$ cat src/rtl/gpio_chg_irq.sv
module gpio_chg_irq #(
  parameter int W  = 8,
  parameter int AW = 8,
  parameter logic [AW-1:0] A_OUT  = 'h9A,
  parameter logic [AW-1:0] A_IN   = 'h9B,
  parameter logic [AW-1:0] A_STAT = 'hC0,
  parameter logic [AW-1:0] A_MASK = 'hC1
) (
  input  logic          clk,
  input  logic          rst_n,
  input  logic [AW-1:0] bus_addr,
  input  logic          bus_wr,
  input  logic          bus_rd,
  input  logic [W-1:0]  bus_wdata,
  output logic [W-1:0]  bus_rdata,
  input  logic [W-1:0]  pin_in,
  output logic [W-1:0]  pin_out,
  output logic          irq
);

  logic [W-1:0] out_q, mask_q, stat_q;
  logic [W-1:0] sy1_q, sy2_q, ref_q;
  logic [W-1:0] evt, clr, rd_mux;

  wire wr_out  = bus_wr && (bus_addr == A_OUT);
  wire wr_stat = bus_wr && (bus_addr == A_STAT);
  wire wr_mask = bus_wr && (bus_addr == A_MASK);

  assign evt = sy2_q ^ ref_q;
  assign clr = wr_stat ? bus_wdata : '0;

  always_ff @(posedge clk or negedge rst_n) begin
    if (!rst_n) begin
      sy1_q  <= '0;
      sy2_q  <= '0;
      ref_q  <= '0;
      out_q  <= '0;
      mask_q <= '1;
      stat_q <= '0;
    end else begin
      sy1_q  <= pin_in;
      sy2_q  <= sy1_q;
      ref_q  <= sy2_q;
      stat_q <= (stat_q & ~clr) | evt;
      if (wr_out)  out_q  <= bus_wdata;
      if (wr_mask) mask_q <= bus_wdata;
    end
  end

  always_comb begin
    case (bus_addr)
      A_OUT:   rd_mux = out_q;
      A_IN:    rd_mux = sy2_q;
      A_STAT:  rd_mux = stat_q;
      A_MASK:  rd_mux = mask_q;
      default: rd_mux = '0;
    endcase
  end

  assign bus_rdata = bus_rd ? rd_mux : '0;
  assign pin_out   = out_q;
  assign irq       = |(stat_q & ~mask_q);

  AST_OUT_LOAD: assert property (@(posedge clk) disable iff (!rst_n)
    wr_out |=> pin_out == $past(bus_wdata));

  AST_IN_READONLY: assert property (@(posedge clk) disable iff (!rst_n)
    (bus_wr && bus_addr == A_IN) |=> ($stable(pin_out) && $stable(mask_q)));

  AST_SET_WINS: assert property (@(posedge clk) disable iff (!rst_n)
    (|evt) |=> ((stat_q & $past(evt)) == $past(evt)));

  AST_CLEAR_ONES: assert property (@(posedge clk) disable iff (!rst_n)
    wr_stat |=> ((stat_q & $past(bus_wdata & ~evt)) == '0));

  AST_HOLD_IDLE: assert property (@(posedge clk) disable iff (!rst_n)
    (!wr_stat && evt == '0) |=> $stable(stat_q));

  AST_MASK_ALL: assert property (@(posedge clk) disable iff (!rst_n)
    (wr_mask && bus_wdata == '1) |=> !irq);

  AST_RD_IDLE: assert property (@(posedge clk) disable iff (!rst_n)
    !bus_rd |-> bus_rdata == '0);

endmodule

$ cat config.mk
export PLATFORM = sky130hd
export DESIGN_NAME = gpio_chg_irq
export DESIGN_NICKNAME = d
export VERILOG_FILES = /design/src/rtl/gpio_chg_irq.sv
export SDC_FILE = /design/constraint.sdc
export NUM_CORES = 1
export LEC_CHECK = 0
export ABC_CLOCK_PERIOD_IN_PS = 2650
export BUFFER_PORTS_ARGS = -buffer_cell sky130_fd_sc_hd__buf_2
export CORE_ASPECT_RATIO = 1.2
export CORE_MARGIN = 1
export CORE_UTILIZATION = 55
export DETAILED_ROUTE_END_ITERATION = 10
export GPL_TIMING_DRIVEN = 0
export PLACE_DENSITY = 0.81
export SKIP_CTS_REPAIR_TIMING = 1
export SYNTH_ARGS = -nofsm -noshare
export SYNTH_HDL_FRONTEND = slang
export SYNTH_SLANG_ARGS = --single-unit
$ cat constraint.sdc
create_clock -name clk -period 2.65 [get_ports clk]
set_input_delay 0.1325 -clock clk [delete_from_list [all_inputs] [get_ports clk]]
set_output_delay 0.1325 -clock clk [all_outputs]
set_load 0.02 [all_outputs]
==> results of run 1 <==
[critical path, delay by kind of cell (launching register included)]
family | cells | cell delay, ns
compound gates | 1 | 0.10
buf+inv | 1 | 0.18
simple gates | 1 | 0.54
flops | 1 | 0.55
[layout by cell type, fill, tap and decap left out, drive strengths merged]
cell type,instances
dfrtp,40
nor3b,1
and3,8
and4b,1
mux2i,16
xnor2,8
and4,9
or4,1
inv,8
dlygate4sd3,8
o21ai,8
nor4b,1
or4b,1
nand3,1
clkbuf,10
nand4b,1
nor2b,1
mux2,16
buf,47
dfstp,8
o22ai,12
[state kept, by name (all words and copies together), names as in the netlist]
register	flops
mask_q	8
pin_out	8
ref_q	8
stat_q	8
sy1_q	8
sy2_q	8
[area by class of cell]
| class | instances | share of cell area |
|---|---|---|
| plain buffers | 6 | 0.0146 |
| clock buffers | 8 | 0.0361 |
| flip-flops and latches | 48 | 0.486 |
| inverters | 8 | 0.0120 |
| multi-input cells | 85 | 0.313 |
| well taps | 39 | 0.0196 |
| repair buffers | 51 | 0.118 |
[cells in the mapped netlist (2+ instances only)]
library cell   n  area, um^2
dfrtp_1       40        1000
mux2i_1       16         160
o22ai_1       12        75.1
and4_1         9        78.8
and3_1         8        50.1
dfstp_2        8         210
inv_1          8        30.0
mux2_2         8        90.1
mux2_4         8         120
o21ai_0        8        40.0
xnor2_1        8        70.1
buf_2          2        10.0
clkbuf_1       2        7.51
[kinds of logic after synthesis]
| kind of cell | share of synthesized area |
|---|---|
| flip-flops | 0.588 |
| AND/OR/NAND/NOR | 0.109 |
| multiplexers | 0.180 |
| AO/OA/AOI/OAI | 0.0559 |
| XOR/XNOR | 0.0340 |
| buffers and inverters | 0.0322 |
[layer usage]
| layer | share of wire | track usage |
|---|---|---|
| met1 | 0.41 | 0.337 |
| met4 | 0.015 | 0.0873 |
| met3 | 0.059 | 0.0563 |
| met2 | 0.52 | 0.402 |
| met5 | 0 | 0 |
[per-stage QoR]
step           setup slack (ns)  power [W]
6_report                  0.838    0.00137
5_1_grt                   0.801    0.00142
4_1_cts                   0.855    0.00137
3_5_place_dp              0.993   0.000927
3_3_place_gp               1.04   0.000918
2_1_floorplan              1.30   0.000861
[path summary, 6_finish.rpt]
path                              start   endpoint  slack [ns]  cells after the start
max                           mask_q[6]        irq        0.84                      3
min                               rst_n   sy2_q[6]        0.01                      1
max reg2reg                    sy2_q[0]  stat_q[0]        1.85                      2
min reg2reg                    sy1_q[5]   sy2_q[5]        0.36                      0
max in group asynchronous         rst_n   sy1_q[7]        1.99                      1
min in group clk           bus_wdata[4]  mask_q[4]        0.09                      2
[report_power, final]
part / internal (W) / total, W / switching (W)
Clock: 0.000213 / 0.000444 / 0.000231
Combinational: 0.0000653 / 0.000136 / 0.0000703
Sequential: 0.000767 / 0.000787 / 0.0000202
==> results_dict.tcl, run 1 <==
set metrics [dict create \
    grt_pass1_vias 1507 \
    seq_area_mm2 0.00121 \
    period_needed_ns 1.81 \
    routed_via_density 5.75 \
    wirelength_mm 4.62 \
    cp_slowest_cell "dfstp_2" \
    tightestPinTransition_ns 1.05 \
    drc 4 \
    path_max_fanout 3 \
    track_usage 0.252 \
    nFillCells 274 \
    max_freq_mhz 552 \
    area_growth_pct 21.1 \
    cts_buffer_depth 2 \
    p_leak_nw 1.25 \
    slew_headroom 0.297 \
    clk-insertion-delay-late_ns 0.30 \
    skew_ns 0.00607 \
    multi_input_area_um2 781 \
    start_util 0.571 \
    setup_violations 0 \
    cts_tree "yes" \
    cpPeakStageDelay_ns 0.55 \
    max_cap_violations 0 \
    gp_congestion 0.790 \
    dpl_cell_area_mm2 0.00232 \
    post_drt_wl_per_cell_um 18.9 \
    fp.dieArea_mm2 0.00399 \
    fin_util 0.692 \
    dr.first_iter.drc_count 70 \
    violations "DRC" \
    clkTransAtPathRegs_ns 0.08 \
    holdCritPathClass "in -> async" \
    ant_nets 0 \
    yosysUniqueCellTypes 23 \
    dieWidth_um 57.8 \
    syn_inst 147 \
    ir_worst_vdd_uv 345 \
    synthesis.area_mm2 0.00206 \
    holdWs_ns 0.0129 \
    layout-drive-gt1-share 0.398 \
    async_reset_ff_frac 1.00 \
    antennaDiodeCount 0 \
    ys.flop_type "dfrtp_1" \
    ys_warn_count 0 \
    worst-endpoint-arrival_ns 1.68 \
    antenna_found_initial 0 \
    worstSetupPathType "reg -> out" \
    globalRouteOverflowTotal 0 \
    cts-htree-levels 2 \
    powerDensity_mw_per_mm2 548 \
    dp_hpwl_mm 3.05 \
    ys_ff_latch 48 \
    nets 233 \
    dp_cells 229 \
    grt_pass1_wl_mm 7.39 \
    hold_viol 0 \
    cp_cell_sequence "o22ai_1, or4_1, buf_2" \
    post-route-period-util 0.684 \
    synth_nets 175 \
    syn_area_per_cell_um2 14.0 \
    die_height_um 69.0 \
    cp-end-kind "output pin" \
    status "finished, violations left" \
    critPathRequiredTime_ns 2.52 \
    core_area_mm2 0.00360 \
    vias 1408 \
    portBuffers 43 \
    rows 24 \
    tns_ns 0 \
    slew_violations 0 \
    final_cells 245 \
    grt_start_max_net_pins 49 \
    ys_seq_area_frac 0.588 \
    grt_setup_unrepaired "no" \
    stdcell_area_mm2 0.00249 \
    worstSetupStartpointType "flop" \
    io_pins 45 \
    clock-sinks 48 \
    cts_root_buffer "clkbuf_8" \
    dr.pass1.iters 7 \
    numCtsBuffers 5 \
    synth_edf_count 0 \
]
Power figures use the tool's default switching activity.
==> run 2, diff against run 1 <==
--- a/config.mk
+++ b/config.mk
@@ -5,14 +5,14 @@
 export SDC_FILE = /design/constraint.sdc
 export NUM_CORES = 1
 export LEC_CHECK = 0
-export ABC_CLOCK_PERIOD_IN_PS = 2650
+export ABC_CLOCK_PERIOD_IN_PS = 1700
 export BUFFER_PORTS_ARGS = -buffer_cell sky130_fd_sc_hd__buf_2
 export CORE_ASPECT_RATIO = 1.2
 export CORE_MARGIN = 1
-export CORE_UTILIZATION = 55
+export CORE_UTILIZATION = 53
 export DETAILED_ROUTE_END_ITERATION = 10
 export GPL_TIMING_DRIVEN = 0
-export PLACE_DENSITY = 0.81
+export PLACE_DENSITY = 0.78
 export SKIP_CTS_REPAIR_TIMING = 1
 export SYNTH_ARGS = -nofsm -noshare
 export SYNTH_HDL_FRONTEND = slang
==> constraint.sdc (replaced) <==
create_clock -name clk -period 1.7 [get_ports clk]
set_input_delay 0.085 -clock clk [delete_from_list [all_inputs] [get_ports clk]]
set_output_delay 0.085 -clock clk [all_outputs]
set_load 0.02 [all_outputs]
==> run 2 against run 1 <==
  * The run ends with hold timing, setup timing left
  * Hold slack got worse by 0.065 ns
  * Power grew 66%
  * Register-to-register slack worse by 1.0 ns
  * Sequential share of layout area fell by 1.2 points
  * Clock-buffer cell count decreased by 3
  * Critical path type unchanged
  * Critical endpoint unchanged
  * Largest cell class unchanged
==> results_dict.tcl, run 2 (same netlist as run 1, synthesis figures left out) <==
set metrics [dict create \
    status "finished, violations left" \
    violations "hold timing, setup timing" \
    cts_tree "yes" \
    dp_hpwl_mm 2.96 \
    ant_nets 0 \
    clk-insertion-delay-late_ns 0.30 \
    period_needed_ns 1.72 \
    skew_ns 0.00300 \
    cts_root_buffer "clkbuf_8" \
    core_area_mm2 0.00366 \
    antennaDiodeCount 0 \
    power_w 0.00227 \
    portBuffers 43 \
    fp.dieArea_mm2 0.00414 \
    worstSetupPathType "reg -> out" \
    layout_common_cells "buf_2, dfrtp_1, mux2i_1" \
    post_drt_wl_per_cell_um 17.1 \
    tightestPinTransition_ns 1.02 \
    internal_power_w 0.00174 \
    gp_congestion 0.796 \
    numCtsBuffers 5 \
    tns_ns -0.0239 \
    grt_pass1_vias 1469 \
    io_pins 45 \
    grt_start_max_net_pins 49 \
    layout_setup_ws_ns -0.0239 \
    cts_buffer_depth 2 \
    slew_headroom 0.319 \
    dieWidth_um 58.9 \
    nets 234 \
    wirelength_mm 4.44 \
    slew_violations 0 \
    worstSetupStartpointType "flop" \
    cts-htree-levels 2 \
    drc 0 \
    critPathRequiredTime_ns 1.62 \
    dr.first_iter.drc_count 48 \
    rows 24 \
    clkTransAtPathRegs_ns 0.09 \
    area_growth_pct 24.3 \
    die_height_um 70.3 \
    cp-end-kind "output pin" \
    seq_power_share 0.539 \
    holdCritPathClass "in -> async" \
    dr.pass1.iters 4 \
    comb_power_share 0.093 \
    grt_pass1_wl_mm 7.07 \
    p_clk_frac 0.367 \
    holdWs_ns -0.0517 \
    hold_viol 40 \
    layout-drive-gt1-share 0.420 \
    setup_violations 1 \
    max_freq_mhz 580 \
    globalRouteOverflowTotal 0 \
    ir_worst_vdd_uv 643 \
    grt_setup_unrepaired "yes" \
    max_cap_violations 0 \
    powerDensity_mw_per_mm2 889 \
    track_usage 0.234 \
    place_ws_ns 0.0725 \
    start_util 0.562 \
    post-route-period-util 1.01 \
    final_common_cell "buf_2" \
    vias 1429 \
    clock-sinks 48 \
    p_leak_nw 1.28 \
    path_max_fanout 3 \
    sw_frac_of_total 0.234 \
    p_sw_w 0.000532 \
    routed_via_density 5.52 \
    worst-endpoint-arrival_ns 1.64 \
    antenna_found_initial 0 \
]
## run 2: power groups by stage
stage | Clock, W | Sequential [W] | Combinational [W]
after floorplan | 0 | 0.00125 | 0.0000905
after global placement | 0 | 0.00124 | 0.000188
after detailed placement | 0 | 0.00125 | 0.000197
after CTS | 0.000849 | 0.00123 | 0.000198
after global routing | 0.000893 | 0.00123 | 0.000231
final | 0.000835 | 0.00123 | 0.000212
## run 2: path summary, 6_finish.rpt
check                        startpoint          to  slack, ns  cells past startpoint
setup reg to reg               sy2_q[6]   stat_q[6]       0.81                      2
hold reg to reg                sy1_q[6]    sy2_q[6]       0.35                      0
min in group clk           bus_wdata[5]   mask_q[5]       0.04                      2
setup / recovery              mask_q[5]         irq      -0.02                      3
max in group asynchronous         rst_n  pin_out[0]       1.12                      1
hold / removal                    rst_n  pin_out[4]      -0.05                      1
## run 2: worst max-delay path, stage by stage (launching register included)
cell	delay, ns
dfstp_2	0.57
o22ai_2	0.08
or4_4	0.54
buf_6	0.15
## run 2: final cells by class
type                    instances  area (um^2)
inverters                       8         30.0
clock inverters                 3         46.3
fillers                       287         1110
clock buffers                   5         68.8
flip-flops and latches         48         1210
plain buffers                   6         36.3
well taps                      52         65.1
multi-input cells              85          791
repair buffers                 52          309
## run 2: metrics by stage
step	util	cell area (um^2)	instances
after floorplan	-	2060	147
after global placement	0.638	2340	242
after detailed placement	0.638	2340	242
after CTS	0.670	2450	250
after global routing	0.698	2560	259
final	0.698	2560	259
## run 2: per-layer routing
layer  routed length [um]  global-route usage  share of wire
met3                  194              0.0611          0.044
met1                 1880               0.304           0.42
met5                    0                   0              0
met2                 2320               0.370           0.52
met4                   51              0.0926          0.011
